## src/rtl/probe_contact_seq.sv

```systemverilog
module probe_contact_seq #(
  parameter int NPAD       = 103,
  parameter int NRELAY     = 17,
  parameter int PULSE_CYC  = 16,
  parameter int SETTLE_CYC = 8,
  parameter int PERIOD_CYC = 1250000,
  parameter logic [2*NPAD-1:0] PAD_TYPE = '0
) (
  input  logic              clk,
  input  logic              rst_n,
  input  logic              start,
  input  logic              skip_seq,
  input  logic [NPAD-1:0]   b_in,
  input  logic              m_ready,
  output logic [NRELAY-1:0] relay_open,
  output logic [NPAD-1:0]   a_drive,
  output logic [NPAD-1:0]   a_oe,
  output logic [NPAD-1:0]   b_pull_up,
  output logic [NPAD-1:0]   b_pull_dn,
  output logic [NPAD-1:0]   b_conn,
  output logic              power_on,
  output logic              raise_coarse,
  output logic              raise_fine,
  output logic [7:0]        led,
  output logic [31:0]       m_data,
  output logic              m_valid
);
  localparam int NWORD = (NPAD + 31) / 32;
  localparam int PW    = NWORD * 32;
  localparam int IW    = $clog2(NPAD);
  localparam int CW    = $clog2(PULSE_CYC + 1);
  localparam int TW    = $clog2(PERIOD_CYC);
  localparam int WIW   = (NWORD > 1) ? $clog2(NWORD) : 1;

  function automatic logic [NPAD-1:0] type_mask(input logic [1:0] code);
    logic [NPAD-1:0] m;
    for (int i = 0; i < NPAD; i++) m[i] = (PAD_TYPE[2*i +: 2] == code);
    return m;
  endfunction

  localparam logic [NPAD-1:0] DIG_M = type_mask(2'd0);
  localparam logic [NPAD-1:0] PWR_M = type_mask(2'd1);
  localparam logic [NPAD-1:0] GND_M = type_mask(2'd2);
  localparam logic [NPAD-1:0] ANA_M = type_mask(2'd3);

  typedef enum logic [2:0] {S_IDLE, S_WAIT, S_SCAN, S_PCHK, S_SEND, S_HAND, S_PWRON} st_t;

  st_t             st;
  logic [IW-1:0]   idx;
  logic [CW-1:0]   cnt;
  logic [WIW-1:0]  wi;
  logic [TW-1:0]   tcnt;
  logic [NPAD-1:0] bitmap, b_s1, b_s2;
  logic            allmode, fine, aligned, pulls, pwr, done, rc, rf, last_ok;

  wire             tick    = (tcnt == '0);
  wire             at_set  = (cnt == CW'(SETTLE_CYC));
  wire             at_end  = (cnt == CW'(PULSE_CYC - 1));
  wire             at_last = (idx == IW'(NPAD - 1));
  wire [NPAD-1:0]  one     = {{(NPAD-1){1'b0}}, 1'b1} << idx;
  wire             ok      = (bitmap == (pwr ? (PWR_M | GND_M) : DIG_M));
  wire [PW-1:0]    padded  = PW'(bitmap);

  assign relay_open   = {NRELAY{~pwr}};
  assign power_on     = pwr;
  assign a_drive      = (st == S_SCAN) ? (allmode ? DIG_M : (DIG_M & one)) : '0;
  assign a_oe         = aligned ? '0 : DIG_M;
  assign b_pull_dn    = pulls ? PWR_M : '0;
  assign b_pull_up    = pulls ? GND_M : '0;
  assign b_conn       = done ? ~ANA_M : '1;
  assign raise_coarse = rc;
  assign raise_fine   = rf;
  assign m_valid      = (st == S_SEND);
  assign m_data       = padded[32*int'(wi) +: 32];
  assign led = {last_ok, m_valid, (st == S_SCAN) || (st == S_PCHK), done, pwr, aligned,
                fine && !aligned, (st != S_IDLE) && !fine && !aligned};

  always_ff @(posedge clk or negedge rst_n) begin
    if (!rst_n) begin
      st <= S_IDLE; idx <= '0; cnt <= '0; wi <= '0; tcnt <= TW'(PERIOD_CYC - 1);
      bitmap <= '0; b_s1 <= '0; b_s2 <= '0;
      allmode <= 1'b0; fine <= 1'b0; aligned <= 1'b0; pulls <= 1'b0;
      pwr <= 1'b0; done <= 1'b0; rc <= 1'b0; rf <= 1'b0; last_ok <= 1'b0;
    end else begin
      b_s1 <= b_in;
      b_s2 <= b_s1;
      rc   <= 1'b0;
      rf   <= 1'b0;
      if (st == S_IDLE || tick) tcnt <= TW'(PERIOD_CYC - 1);
      else                      tcnt <= tcnt - 1'b1;
      case (st)
        S_IDLE: if (start) st <= S_WAIT;
        S_WAIT: if (tick) begin
          cnt <= '0;
          idx <= '0;
          if (pwr) st <= S_PCHK;
          else begin
            bitmap  <= '0;
            allmode <= skip_seq;
            st      <= S_SCAN;
          end
        end
        S_SCAN: begin
          if (allmode) begin
            if (at_set) bitmap <= b_s2 & DIG_M;
            if (at_end) begin cnt <= '0; st <= S_SEND; end
            else cnt <= cnt + 1'b1;
          end else if (!DIG_M[idx]) begin
            if (at_last) st <= S_SEND;
            else idx <= idx + 1'b1;
          end else begin
            if (at_set) bitmap[idx] <= b_s2[idx];
            if (at_end) begin
              cnt <= '0;
              if (at_last) st <= S_SEND;
              else idx <= idx + 1'b1;
            end else cnt <= cnt + 1'b1;
          end
        end
        S_PCHK: begin
          if (at_set) begin
            bitmap <= (PWR_M & b_s2) | (GND_M & ~b_s2);
            st     <= S_SEND;
          end else cnt <= cnt + 1'b1;
        end
        S_SEND: if (m_ready) begin
          if (wi == WIW'(NWORD - 1)) begin
            wi      <= '0;
            last_ok <= ok;
            st      <= S_WAIT;
            if (!pwr) begin
              if (ok) begin aligned <= 1'b1; st <= S_HAND; end
              else if (bitmap == '0 && !fine) rc <= 1'b1;
              else begin fine <= 1'b1; rf <= 1'b1; end
            end else if (ok) done <= 1'b1;
            else if (!done) rf <= 1'b1;
          end else wi <= wi + 1'b1;
        end
        S_HAND:  begin pulls <= 1'b1; st <= S_PWRON; end
        S_PWRON: begin pwr <= 1'b1; st <= S_WAIT; end
        default: st <= S_IDLE;
      endcase
    end
  end
endmodule


```

## config.mk

```make
export PLATFORM = sky130hd
export DESIGN_NAME = probe_contact_seq
export DESIGN_NICKNAME = d
export VERILOG_FILES = /design/src/rtl/probe_contact_seq.sv
export SDC_FILE = /design/constraint.sdc
export NUM_CORES = 1
export LEC_CHECK = 0
export BUFFER_PORTS_ARGS = -buffer_cell sky130_fd_sc_hd__buf_2
export CORE_AREA = 2 2 268 270
export DETAILED_ROUTE_END_ITERATION = 10
export DIE_AREA = 0 0 270 272
export MAX_ROUTING_LAYER = met4
export PLACE_DENSITY = 0.5
export RECOVER_POWER = 50
export SETUP_SLACK_MARGIN = 0.1
export SLEW_MARGIN = 20
export SYNTH_ARGS = -nofsm -noshare
export SYNTH_HDL_FRONTEND = slang
export SYNTH_SLANG_ARGS = --single-unit
export TNS_END_PERCENT = 30
```

## constraint.sdc

```tcl
create_clock -name clk -period 3.95 [get_ports clk]
set_clock_uncertainty 0.1 [all_clocks]
set_input_delay 0.79 -clock clk [delete_from_list [all_inputs] [get_ports clk]]
set_output_delay 0.79 -clock clk [all_outputs]
set_load 0.03 [all_outputs]
```

; ---- Word-level counts from Yosys, hierarchy flattened
; Memories as Yosys holds them, arrays and structs flattened.
; Index checks and enable logic that the tools add are counted.
[totals]
regBits = 355
latch_bits = 0
mem_bits_rw = 0
mem_bits_ro = 128
input_bits = 108
out_inout_bits = 576
elab_cells = 136
memories = 1
[mem_list]
columns = name, depth, word_bits, rd, rd_ports_with_merged_regs, wr, line
row1 = (name not given), 128, 1, 1, 0, 0, 108  ; end else if (!DIG_M[idx]) begin
[op_classes]
n_addsub = 4
mul = 0
div_mod_pow = 0
order_cmp = 2
n_eq_ne = 23
shift = 2
mux = 60
bitwise = 3
n_reduce_logical = 25
[ops]
columns = cell, count
row1 = $mux W103, 11
row2 = $pmux W103 S3, 1
row3 = $shiftx A128 B8 Y32, 1
row4 = $bwmux W103, 1
row5 = $eq A103 B103 Y1, 1
row6 = $logic_not A103 Y1, 1
row7 = $shl A1 B7 Y103 const A, 1
row8 = $mux W3, 12
row9 = $mux W7, 5
row10 = $mux W5, 5
row11 = $logic_not A21 Y1, 1
row12 = $mux W21, 1
row13 = $pmux W3 S7, 1
row14 = $sub A21 B1 Y21 const B, 1
row15 = $mux W1, 18
row16 = $ne A2 B2 Y1 const B, 8
row17 = $pmux W5 S3, 1
row18 = $pmux W7 S2, 1
row19 = $reduce_and A6 Y1, 2
row20 = $eq A5 B4 Y1 const B, 2
row21 = $reduce_and A5 Y1, 2
row22 = $eq A3 B3 Y1 const B, 3
row23 = $lt A7 B8 Y1 const B, 1
row24 = $reduce_and A4 Y1, 2
row25 = other kinds (24), 36

; ---- Logic depth before layout (Yosys ltp)
[logic_depth]
ltp_word = 9
depth_mapped = 11
ltp_nobuf = 10

; ---- Worst setup path before layout
; Ideal clock, no wire load.
[synth_path]
kind = reg2out
from = reg aligned
to = out a_oe[100]
arrival_time_ns = 2.447
required_ns = 3.060
slack_ns = 0.613
path_stages_with_launch = 3
path_buffers = 1
cell_sequence = dfrtp_1 inv_1 buf_4
[synth_between]
elab_chain_cells = 1
[synth_rtl]
columns = item, line
row1 = start: declaration, 54  ; logic allmode, fine, aligned, pulls, pwr, done, rc, rf, last_ok;
row2 = start signal: assignment, 82  ; allmode <= 1'b0; fine <= 1'b0; aligned <= 1'b0; pulls <= 1'b0;
row3 = start signal: assignment, 132  ; if (ok) begin aligned <= 1'b1; st <= S_HAND; end
row4 = $mux W103, 67  ; assign a_oe = aligned ? '0 : DIG_M;
row5 = end: declaration, 17  ; output logic [NPAD-1:0] a_oe,
; Every way passes these cells.

; ---- Final worst setup path
[layout_path]
from = reg st[1]
to = out a_drive[58]
[layout_between]
elab_chain_cells = 2
[layout_rtl]
columns = item, line
row1 = start: declaration, 48  ; st_t st;
row2 = start signal: assignment, 80  ; st <= S_IDLE; idx <= '0; cnt <= '0; wi <= '0; tcnt <= TW'(PERIOD_CYC - 1);
row3 = start signal: assignment, 92  ; S_IDLE: if (start) st <= S_WAIT;
row4 = start signal: assignment, 96  ; if (pwr) st <= S_PCHK;
row5 = $eq A3 B2 Y1, 66  ; assign a_drive = (st == S_SCAN) ? (allmode ? DIG_M : (DIG_M & one)) : '0;
row6 = $mux W103, 66
row7 = end: declaration, 16  ; output logic [NPAD-1:0] a_drive,
; Every way passes these cells.

==> flow_summary.yaml <==
run_status:
  status: "finished, violations left"
  violations: "capacitance limit, slew limit"
sta:
  tightestPinTransition_ns: 1.877
  period_minus_slack_ns: 3.764
  hold_viol_final: 0
  max_freq_mhz: 265.7
  rsz0062_at_grt: "yes"
  maxSlewViolCount: 67
  report.final.setup_viol: 0
  setup_tns_ns: 0
  slew-limit-headroom_pct: -25.14
  fin_crit_sh_pct: 95.29
worst_setup_path:
  crit_start: "st[1]$_DFFE_PN0P_"
  cp.required_ns: 3.06
  slowest_delay_ns: 0.61
  r2r_setup_slack_ns: 0.28
  cp.arrival_ns: 2.87
  worstPathCellList: "or3b_2, nor2_1, nand2_1, buf_4, o21ai_0, buf_2"
  timing.rr.end: "bitmap[2]$_DFFE_PN0P_"
  cp-end-kind: "primary output"
  crit_fanout: 14
  startpoint_type: "flip-flop"
  reg2reg_from: "idx[2]$_DFFE_PN0P_"
  r2r_cells: 8
  criticalPathCategory: "reg2out"
  cp_slowest_cell: "dfrtp_1"
routing:
  drt_first_iter_violations: 1496
  drc: 0
  routed_wirelength_um: 80520
  dr.pass1.iters: 6
  ant_nets: 0
  routedWlPerCell_um: 23.23
  viasPerCell: 5.107
  vias: 17700
synth:
  synthDistinctLibCells: 71
  ys_top_cells_by_area: "dfrtp_1 41%, buf_4 16%, o21ai_0 4.7%"
  synth-main-ff-cell: "dfrtp_1"
  synth_top_area_share_pct: 40.70
  yosysSeqAreaShare_pct: 42.07
  yosysMostFrequentCell: "buf_4"
  ys_async_sr_fraction_pct: 100.0
  yosysTopAreaCell: "dfrtp_1"
  synth_common_cells: "439 x buf_4, 344 x dfrtp_1, 218 x nand2_1, 200 x o21ai_0, 119 x clkbuf_1"
  synth-edff-count: 0
  synth.avg_cell_area_um2: 9.268
  netlist_area_um2: 21150
  syn-instance-count: 2282
  yosysWarnings: 0
  ys_ff_latch: 355
grt:
  grt_max_degree: 103
  antenna_found_initial: 6
  grt-ovfl-total: 0
  grt_usage_pct: 21.58
  grt_pass1_vias: 16702
  gr-usage-met2_pct: 33.57
  grtUsageMet1_pct: 27.29
  grt_pass1_wl_um: 114700
  busiest_layer: "met2"
  grt_use_met3_pct: 3.588
cts:
  cts_buffer_depth: 3
  clk_latency_ns: 0.59
  clkTransAtPathRegs_ns: 0.07
  cts_tree: "built"
  hold_buffers: 0
  post_cts_buffers: 0
  numClockSinks: 355
  cts_max_level: 2
  cts_buffers: 40
  cts_root_buf: "clkbuf_16"
cells_and_area:
  drive_gt1_share_pct: 25.96
  areaGrowthSynthToFinish_pct: 10.96
  layout.nets: 2604
hold_path:
  worstHoldStart: "b_in[8]"
  hold_depth: 1
  min_to: "b_s1[8]$_DFF_PN0_"
  min_path_type: "in2reg"
power_and_ir_drop:
  p_per_area_nw_per_um2: 647.1
  power_w: 0.01519
  leakage_nw: 10.34
  vdd_ir_drop_max_v: 0.0005997
floorplanning:
  pin_count: 684
  start_util_pct: 29.89
  die_h_um: 272
  core_um2: 70750
  rows: 98
  dieArea_um2: 73440
  die_x_um: 270
placed_design:
  hpwlAfterDp_um: 59470
  routabilityCongestion: 0.9570
  port_buffers: 374
flow_run:
  cap_viol_max_count: 1
## cell type report
type / instances / area, µm²
diodes: 1 / 2.502
clock buffers: 45 / 1050
clock inverters: 29 / 270.3
fillers: 7337 / 47280
inverters: 20 / 75.07
multi-input cells: 1611 / 9402
flip-flops and latches: 355 / 8906
well taps: 950 / 1189
repair buffers: 455 / 2575
## timing repair
action / 4_1_cts / 5_1_grt
endpoints found under the hold margin: 0 / 0
endpoints found under the setup margin: 2 / 21
resized for setup: 1 / 5
## critical path: cells and delay by family, from the launching register on
family                 cells  cell delay (ns)
and+or+nand+nor            3             0.78
buffers and inverters      2             0.51
DFF                        1             0.61
AOI/OAI and AO/OA          1             0.40
## per-stage QoR
step / util [%] / hold slack [ns] / area (µm²) / worst slack [ns] / instances
floorplan: - / 0.2312 / 22300 / 0.6128 / 2589
global placement: 31.34 / 0.2326 / 22170 / 0.4565 / 3391
detailed placement: 31.34 / 0.2347 / 22170 / 0.3329 / 3391
CTS: 33.20 / 0.1119 / 23490 / 0.01955 / 3465
global route: 33.17 / 0.1880 / 23470 / 0.07109 / 3465
finish: 33.17 / 0.2037 / 23470 / 0.1861 / 3466
## state kept, by name, summed over array words and instances (netlist names)
signal	cells
b_s1	103
b_s2	103
bitmap	103
tcnt	21
idx	7
cnt	5
st	3
wi	2
aligned	1
allmode	1
done	1
fine	1
last_ok	1
power_on	1
raise_coarse	1
raise_fine	1
## worst max-delay path by stage
stage	to	slack, ns	cells past startpoint
final	a_drive[58]	0.19	6
after global routing	a_drive[2]	0.07	4
after CTS	a_drive[41]	0.02	6
after detailed placement	bitmap[2]$_DFFE_PN0P_	0.33	8
after global placement	bitmap[41]$_DFFE_PN0P_	0.46	8
after floorplan	a_oe[100]	0.61	2
## routing by layer
layer  vias to the layer above  wire (µm)
met5                         -          0
met4                         0       4230
met3                       173       6009
met2                       985      37400
met1                      8789      32880
li1                       7753          -
## power breakdown
part | total, W | switching, W | internal, W
Combinational | 0.00584 | 0.00386 | 0.00198
Sequential | 0.00561 | 0.00125 | 0.00435
Clock | 0.00374 | 0.00169 | 0.00205
Total | 0.0152 | 0.00680 | 0.00839
## kinds of logic (layout without fill, tap and decap cells)
group	after synthesis	after routing	synth area share, %
AOI/OAI and AO/OA	607	607	18.32
buffers and inverters	623	549	19.31
adders and majority gates	13	13	0.7691
muxes	67	67	4.449
other	2	310	0.03551
and+or+nand+nor	599	599	14.38
xor gates and xnor gates	16	16	0.6626
DFF	355	355	42.07
## layout by cell type, fill, tap and decap left out, types with 39 or more instances in the layout
cell,synthesis,routed
dfrtp_1,344,339
a21oi_1,114,114
conb_1,2,309
nand2_1,218,216
buf_2,31,372
buf_4,439,70
nor2_1,76,76
a31oi_1,102,102
o211ai_1,43,43
clkbuf_16,0,40
o21ai_0,200,199
nand2b_1,57,57
nor4_1,40,39
nand3_1,59,58
No activity file was read; power rests on OpenSTA's default activity.
